===== config.mk =====
export PLATFORM = sky130hd
export DESIGN_NAME = line_scanout
export DESIGN_NICKNAME = d
export VERILOG_FILES = /design/src/rtl/lsc_pkg.sv /design/src/rtl/lsc_tick_div.sv /design/src/rtl/lsc_row_seq.sv /design/src/rtl/lsc_pixel_fetch.sv /design/src/rtl/line_scanout.sv
export SDC_FILE = /design/constraint.sdc
export NUM_CORES = 1
export LEC_CHECK = 0
export ABC_AREA = 1
export BUFFER_PORTS_ARGS = -buffer_cell sky130_fd_sc_hd__buf_2
export CAP_MARGIN = 20
export CORE_MARGIN = 8
export CORE_UTILIZATION = 39
export DETAILED_ROUTE_END_ITERATION = 10
export GPL_TIMING_DRIVEN = 0
export HOLD_SLACK_MARGIN = 0.05
export RECOVER_POWER = 100
export SYNTH_ARGS = -nofsm -noshare
export SYNTH_HDL_FRONTEND = slang
export SYNTH_HIERARCHICAL = 1
export SYNTH_SLANG_ARGS = --single-unit

===== constraint.sdc =====
create_clock -name clk -period 5.6 [get_ports clk]
set_clock_uncertainty 0.15 [all_clocks]
set_input_delay 0.28 -clock clk [delete_from_list [all_inputs] [get_ports clk]]
set_output_delay 0.28 -clock clk [all_outputs]
set_load 0.01 [all_outputs]

===== src/rtl/lsc_pkg.sv =====
package lsc_pkg;
  typedef enum logic [1:0] {
    REP_X2  = 2'd0,
    REP_X3  = 2'd1,
    REP_X6  = 2'd2,
    REP_X2B = 2'd3
  } rep_mode_e;

  function automatic logic [2:0] repeat_factor(input logic [1:0] mode);
    case (rep_mode_e'(mode))
      REP_X3:  repeat_factor = 3'd3;
      REP_X6:  repeat_factor = 3'd6;
      default: repeat_factor = 3'd2;
    endcase
  endfunction
endpackage


===== src/rtl/lsc_tick_div.sv =====
module lsc_tick_div #(
  parameter int TICK_W = 8
) (
  input  logic              clk,
  input  logic              rst,
  input  logic              restart,
  input  logic [TICK_W-1:0] ticks,
  input  logic              run,
  output logic              slot
);
  logic [TICK_W-1:0] cnt;
  logic [TICK_W-1:0] lim;

  always_ff @(posedge clk) begin
    if (rst) begin
      cnt <= '0;
      lim <= '0;
    end else if (restart) begin
      cnt <= '0;
      lim <= (ticks == '0) ? '0 : ticks - 1'b1;
    end else if (run) begin
      cnt <= (cnt == lim) ? '0 : cnt + 1'b1;
    end
  end

  assign slot = run && !restart && (cnt == '0);
endmodule


===== src/rtl/lsc_row_seq.sv =====
module lsc_row_seq
  import lsc_pkg::*;
#(
  parameter int ADDR_W = 16,
  parameter int PPR_W  = 10,
  parameter int LINE_W = 11
) (
  input  logic              clk,
  input  logic              rst,
  input  logic              line_start,
  input  logic [LINE_W-1:0] line_num,
  input  logic [ADDR_W-1:0] frame_base,
  input  logic [PPR_W-1:0]  pix_per_row,
  input  logic [1:0]        rep_mode,
  output logic [ADDR_W-1:0] line_addr
);
  logic [ADDR_W-1:0] next_row;
  logic [2:0]        rep_cnt;
  logic              first_line;
  logic              picture_line;
  logic [ADDR_W-1:0] cur_row;
  logic [2:0]        cnt_now;
  logic              group_end;

  always_comb begin
    first_line   = (line_num == '0);
    picture_line = !line_num[LINE_W-1];
    cur_row      = first_line ? frame_base : next_row;
    cnt_now      = first_line ? 3'd0 : rep_cnt;
    group_end    = (cnt_now == repeat_factor(rep_mode) - 3'd1);
  end

  always_ff @(posedge clk) begin
    if (rst) begin
      line_addr <= '0;
      next_row  <= '0;
      rep_cnt   <= '0;
    end else if (line_start && picture_line) begin
      line_addr <= cur_row;
      if (group_end) begin
        next_row <= cur_row + ADDR_W'(pix_per_row);
        rep_cnt  <= '0;
      end else begin
        next_row <= cur_row;
        rep_cnt  <= cnt_now + 3'd1;
      end
    end
  end
endmodule


===== src/rtl/lsc_pixel_fetch.sv =====
module lsc_pixel_fetch #(
  parameter int ADDR_W = 16,
  parameter int PPR_W  = 10,
  parameter int PIX_W  = 8
) (
  input  logic              clk,
  input  logic              rst,
  input  logic              line_start,
  input  logic              line_ok,
  input  logic [PPR_W-1:0]  pix_per_row,
  input  logic              slot,
  input  logic [ADDR_W-1:0] line_addr,
  input  logic [PIX_W-1:0]  rd_data,
  output logic              active,
  output logic              rd_en,
  output logic [ADDR_W-1:0] rd_addr,
  output logic [PIX_W-1:0]  color,
  output logic              eol
);
  logic [PPR_W-1:0] pix_cnt;
  logic [PPR_W-1:0] ppr_q;
  logic             st_v;
  logic             st_end;
  logic             req;
  logic             more;

  assign req     = slot && active;
  assign more    = (pix_cnt != ppr_q);
  assign rd_en   = req && more;
  assign rd_addr = line_addr + ADDR_W'(pix_cnt);

  always_ff @(posedge clk) begin
    if (rst) begin
      active  <= 1'b0;
      pix_cnt <= '0;
      ppr_q   <= '0;
      st_v    <= 1'b0;
      st_end  <= 1'b0;
      color   <= '0;
      eol     <= 1'b0;
    end else if (line_start) begin
      active  <= line_ok;
      pix_cnt <= '0;
      ppr_q   <= pix_per_row;
      st_v    <= 1'b0;
      st_end  <= 1'b0;
      color   <= '0;
      eol     <= 1'b0;
    end else begin
      st_v   <= req;
      st_end <= req && !more;
      eol    <= st_v && st_end;
      if (rd_en) pix_cnt <= pix_cnt + 1'b1;
      if (req && !more) active <= 1'b0;
      if (st_v) color <= st_end ? '0 : rd_data;
    end
  end
endmodule


===== src/rtl/line_scanout.sv =====
module line_scanout #(
  parameter int ADDR_W = 16,
  parameter int PPR_W  = 10,
  parameter int TICK_W = 8,
  parameter int LINE_W = 11,
  parameter int PIX_W  = 8
) (
  input  logic              clk,
  input  logic              rst,
  input  logic              line_start,
  input  logic [LINE_W-1:0] line_num,
  input  logic              pix_win,
  input  logic [ADDR_W-1:0] frame_base,
  input  logic [PPR_W-1:0]  pix_per_row,
  input  logic [TICK_W-1:0] pix_ticks,
  input  logic [1:0]        rep_mode,
  output logic              rd_en,
  output logic [ADDR_W-1:0] rd_addr,
  input  logic [PIX_W-1:0]  rd_data,
  output logic [PIX_W-1:0]  color,
  output logic              eol
);
  logic              active;
  logic              slot;
  logic [ADDR_W-1:0] line_addr;

  lsc_tick_div #(.TICK_W(TICK_W)) u_div (
    .clk     (clk),
    .rst     (rst),
    .restart (line_start),
    .ticks   (pix_ticks),
    .run     (active && pix_win),
    .slot    (slot)
  );

  lsc_row_seq #(.ADDR_W(ADDR_W), .PPR_W(PPR_W), .LINE_W(LINE_W)) u_row (
    .clk         (clk),
    .rst         (rst),
    .line_start  (line_start),
    .line_num    (line_num),
    .frame_base  (frame_base),
    .pix_per_row (pix_per_row),
    .rep_mode    (rep_mode),
    .line_addr   (line_addr)
  );

  lsc_pixel_fetch #(.ADDR_W(ADDR_W), .PPR_W(PPR_W), .PIX_W(PIX_W)) u_fetch (
    .clk         (clk),
    .rst         (rst),
    .line_start  (line_start),
    .line_ok     (!line_num[LINE_W-1]),
    .pix_per_row (pix_per_row),
    .slot        (slot),
    .line_addr   (line_addr),
    .rd_data     (rd_data),
    .active      (active),
    .rd_en       (rd_en),
    .rd_addr     (rd_addr),
    .color       (color),
    .eol         (eol)
  );
endmodule


Yosys cells after proc, flatten, opt, wreduce, memory -nomap -nowiden
Index checks and enable logic that the tools add are counted.
Cells by class
  reductions and logical operators: 16
  equal/unequal tests: 5
  multiplexer cells: 10
  add/sub/neg operators: 7
Operator list (count)
  adder 16 x 10 -> 16 bit: 2
  2-to-1 mux 16 bit: 2
  2-to-1 mux 8 bit: 3
  logical NOT 8 bit: 2
  logical NOT 11 bit: 1
  adder 10 x 1 -> 10 bit (second input constant): 1
  inequality test 10 bit: 1
  adder 8 x 1 -> 8 bit (second input constant): 1
  equality test 8 bit: 1
  logical AND 1 bit: 8
  subtractor 8 x 1 -> 8 bit (second input constant): 1
  2-to-1 mux 3 bit: 2
  case mux 3 bit (2 select lines): 1
  adder 3 x 1 -> 3 bit (second input constant): 1
  equality test 3 bit: 1
  logical NOT 1 bit: 3
  subtractor 3 x 1 -> 3 bit (second input constant): 1
  equality test 2 x 1 -> 1 bit (second input constant): 1
  equality test 2 bit (second input constant): 1
  2-to-1 mux 1 bit: 2
  nonzero test 2 bit: 1
  OR reduction 2 bit: 1
Word-level totals
  register bits: 83
  logic and storage cells: 50
  output and inout bits: 26
  bits of input ports: 59

Longest topological paths before layout
  depth in word-level cells: 7
  gate-level depth with buffers: 22

Hierarchy
The synthesis kept the hierarchy.
Modules (own cells, without submodules)
  lsc_row_seq: area an instance 2513.7 µm², times used 1, sequential area each 700.7 µm², cells each 370
  lsc_pixel_fetch: area an instance 2060.7 µm², times used 1, sequential area each 640.6 µm², cells each 308
  lsc_tick_div: area an instance 1079.8 µm², times used 1, sequential area each 320.3 µm², cells each 166
  line_scanout: area an instance 11.3 µm², times used 1, sequential area each 0.0 µm², cells each 3

Worst setup path after synthesis
Ideal clock, no wire load.
  kind: input to register
  from: input line_num[2]
  to: register u_row.next_row[14]
  buffers on the path: 3
  stages: 21
  arrival time: 2615 ps
  setup slack: 2722 ps
  data required time: 5337 ps
  path through: nor2_1 -> and2_1 -> buf_2 -> nand2_4 -> buf_6 -> buf_6 -> nand2_1 -> o21ai_2 -> ha_1 -> inv_1 -> fa_1 -> o21ai_1 -> nand2_1 -> nand3_1 -> nand2_1 -> nand2_1 -> inv_1 -> nor3_2 -> nand2_1 -> nand2_1 -> nor2_1
Between the ends
  longest elaborated chain between the ends: 4
RTL lines
  start: declaration: line line_scanout.sv:11  | input logic [LINE_W-1:0] line_num,
  logical NOT 11 bit: line lsc_row_seq.sv:26  | first_line = (line_num == '0);
  2-to-1 mux 16 bit: line lsc_row_seq.sv:28  | cur_row = first_line ? frame_base : next_row;
  net u_row.cur_row[0]: line lsc_row_seq.sv:21  | logic [ADDR_W-1:0] cur_row;
  adder 16 x 10 -> 16 bit: line lsc_row_seq.sv:41  | next_row <= cur_row + ADDR_W'(pix_per_row);
  2-to-1 mux 16 bit: line lsc_row_seq.sv:40  | if (group_end) begin
  end signal: assignment: line lsc_row_seq.sv:41
  end signal: assignment: line lsc_row_seq.sv:44  | next_row <= cur_row;
  end: declaration: line lsc_row_seq.sv:17  | logic [ADDR_W-1:0] next_row;
The timed path passes the listed nets, and every way through them passes these cells.
A chain may end at the register's enable or synchronous reset.

Final worst setup path
  from: input line_num[10]
  to: register u_row.next_row[14]
Same word-level chain as after synthesis.

==> metrics.md <==
| Metric | Value |
|---|---|
| Reg clk slew, reported paths | 0.06 ns |
| Iteration-0 DRC Markers | 385 |
| Cell repeated most along the worst path | nand2_1 |
| Hold crit path type | in2reg |
| Synth Warn # | 6 |
| Via count | 5491 |
| Final slew viol count | 0 |
| Post-synthesis cell count | 847 |
| Relative slew margins | 50.3% |
| CTS Buffer Depth | 2 |
| Cell family with most CP delay | simple AND/OR/NAND/NOR gates |
| Setup CP Type | in2reg |
| Num CTS Buffers | 9 |
| RSZ-0062 raised after global routing | false |
| CP peak stage delay | 0.53 ns |
| Largest net degree at the start of global routing | 17 |
| TritonRoute pass-1 iters | 5 |
| Worst Path Max Fanout | 10 |
| Peak VDD IR | 0.124 mV |
| Hold_buf cts | 10 |
| MaxCap Viol Count | 0 |
| CP Data Arrival Time | 4.20 ns |
| Ys async rst share | 0% |
| WL final | 15200 um |
| DP Area | 0.00632 sq mm |
| Die width | 137 um |
| EDFF count, synth | 0 |
| Clock sinks | 83 |
| Critical path data required time | 5.68 ns |
| CP Capture Point | u_row/next_row[14] |
| Detail Route Antenna Nets | 0 |
| Placed cells | 1115 |
| Later-pin clock latency in the skew report | 0.34 ns |
| Max H-tree Level | 3 |
| Critical Path Stages | 22 |
| Clock power share | 42.8% |
| Crit path cell chain | clkbuf_1, nor2_1, nand2_1, nor2_1, nand2_1, clkbuf_1, clkbuf_1, nand2_1, o21ai_0, ha_1, inv_1, fa_1, o21ai_1, nand2_1, nand3_1, nand2_1, nand2_1, inv_1, nor3_1, nand2_1, nand2_1, nor2_1 |
| Global route overflow | 0 |
| Setup crit end kind | register |
| Vias in the first global route | 5087 |
| Avg WL per Cell | 13.3 um |
| Share of layout cells above drive strength 1 | 13.0% |
| Setup crit start | line_num[10] |
| Core Footprint | 0.0144 sq mm |
| Internal | 0.00104 W |
| Inserted Diodes | 0 |
| Net Switching | 0.000397 W |
| Most common flop cell mapped by yosys | dfxtp_1 |
| Cell Pwr Density | 218 mW/mm^2 |
| Type of origin of the critical path | input pin |
| Die area | 0.0186 sq mm |
| Final non-filler cell total | 1141 |
| CP max-delay cell | clkbuf_1 |
| Most common library cell in the layout ignoring fill and taps | nand2_1 |
| Post-synthesis register bit count | 83 |
| Postcts setup bufs | 0 |
| Nets | 1040 |
| IO buf count | 84 |
| I/O pin count | 85 |
| DRC | 0 |
| Cell area after layout | 0.00659 sq mm |
| Setup slack, reg-to-reg | 2.79 ns |
| Count of different cell masters after synthesis | 42 |
| DP HPWL | 11800 um |
| Buf/Inv on CP | 5 |
| Area of the mapped netlist | 0.00567 sq mm |
| GRT Overall Usage | 16.6% |
| Area delta synth->final | 16.3% |
| Post-CTS sizing | 0 |
| Switching portion of total power | 27.6% |
| RePlAce Congestion | 0.918 |
| Global-route wire length before repair | 25000 um |
| Initial Util | 39.4% |
| Tcrit/Tclk final | 73.5% |
| Fin Setup TNS | 0 ns |
| Slew @ Worst Pin | 0.743 ns |
| Post-synth net total | 935 |
| Worst r2r dst | u_row/next_row[14] |
| Row Count | 44 |
| Synthesized area per cell | 6.69 sq um |
| Commonest cells after routing, fill and taps aside | nand2_1, inv_1, dfxtp_1 |
| Final hold vios | 0 |
| Leak | 3.12 nW |
| CTS tree | done |
| Height of the die | 137 um |
| R2R cell count | 15 |
| Root Driver | clkbuf_16 |
| Logic gate share of total power | 13.8% |
| Initial antenna violation count | 1 |
| Final min period | 4.12 ns |
| Number of vias per cell | 4.81 |
| Seq pwr share | 43.4% |
| Worst r2r src | u_row/next_row[0] |
| Final setup fails | 0 |
| Max Clk Rate | 243 MHz |
| Sequential-to-total area share from yosys stat | 29.3% |
| Status | completed |
how the worst min path moves through the flow:
stage,depth (start not counted),to,startpoint
detailed placement,2,u_fetch/color[3],u_fetch/color[3]
global placement,2,u_fetch/ppr_q[9],u_fetch/ppr_q[9]
floorplan,1,u_div/lim[0],pix_ticks[0]
CTS,3,u_fetch/ppr_q[2],pix_per_row[2]
finish,3,u_fetch/ppr_q[2],pix_per_row[2]
global route,3,u_fetch/ppr_q[6],pix_per_row[6]
final cells by class:
type / count / area (sq um)
multi-input cells: 613 / 3280
flip-flops and latches: 83 / 1660
clock inverters: 7 / 83.8
clock buffers: 9 / 225
plain buffers: 29 / 168
well taps: 184 / 230
fillers: 1561 / 7780
repair buffers: 94 / 485
inverters: 122 / 458
per-stage QoR:
stage / power (W) / utilization [%] / setup slack, ns / hold WS, ns
after global placement: 0.000834 / 44.0 / 2.18 / 0.299
after CTS: 0.00146 / 46.8 / 2.52 / 0.0530
after floorplan: 0.000768 / - / 2.72 / 0.241
after global routing: 0.00151 / 45.9 / 1.15 / 0.0768
after detailed placement: 0.000835 / 44.0 / 2.16 / 0.306
final: 0.00144 / 45.9 / 1.48 / 0.0607
sequential cells by signal (all words and copies together) (netlist names):
register         cells
u_fetch/pix_cnt     10
u_fetch/st_v         1
u_fetch/ppr_q       10
u_fetch/active       1
u_row/line_addr     16
u_row/rep_cnt        3
u_div/cnt            8
u_fetch/eol          1
u_fetch/st_end       1
u_div/lim            8
u_row/next_row      16
u_fetch/color        8
routing by layer:
metal  vias up  wire length (um)  track usage (%)
li1       2907                 -                -
met1      2473              7410             22.8
met2        99              6860             26.3
met3        10               776             3.19
met4         2               138             4.03
met5         -                 8                0
cell usage after synthesis, types with 2 or more instances:
master	number	area share (%)
xor2_1	22	3.4
ha_1	27	6.0
nand3b_1	4	0.53
clkinv_1	3	0.20
o22ai_1	2	0.22
nand3_2	6	1.1
o21ai_1	2	0.18
o211ai_2	6	1.3
nand3_1	68	6.0
nand2_4	3	0.60
nand4_1	14	1.5
inv_2	8	0.53
a21oi_1	51	4.5
fa_1	2	0.71
buf_6	9	1.8
buf_1	2	0.13
dfxtp_1	83	29
nand2_1	226	15
a31oi_1	2	0.22
and2_1	3	0.33
o211ai_1	13	1.7
xnor2_1	16	2.5
nor2_2	9	0.99
or2_2	3	0.33
inv_1	111	7.4
buf_2	3	0.26
nor3_1	6	0.53
a21oi_2	2	0.31
buf_4	3	0.40
o21ai_0	23	2.0
clkbuf_1	12	0.79
nor2_1	71	4.7
o21ai_2	11	1.7
a21o_1	4	0.53
nand2_2	10	1.1
kinds of logic (layout without fill, tap and decap cells):
kind of cell               count (synthesis)  in the layout  share of synthesized area, %
buffers and inverters                    151            261                          11.5
DFF                                       83             83                          29.3
muxes                                      1              1                         0.177
xor gates and xnor gates                  38             38                          5.87
AOI/OAI and AO/OA                        118            118                          13.1
and+or+nand+nor                          427            427                          33.4
adders and majority gates                 29             29                          6.67
power groups by stage:
stage | Clock (W) | Sequential (W) | Combinational [W]
floorplan | 0 | 0.000633 | 0.000134
global placement | 0 | 0.000637 | 0.000197
detailed placement | 0 | 0.000637 | 0.000198
CTS | 0.000630 | 0.000624 | 0.000205
global route | 0.000656 | 0.000626 | 0.000223
finish | 0.000616 | 0.000624 | 0.000198
worst reg2reg max path, delay by kind of cell (launching register included):
family	cells	cell delay, ns
and+or+nand+nor	9	0.98
adders and majority gates	2	0.70
AOI/OAI and AO/OA	2	0.42
DFF	1	0.33
buffers and inverters	2	0.12
No activity file was read; power rests on OpenSTA's default activity.
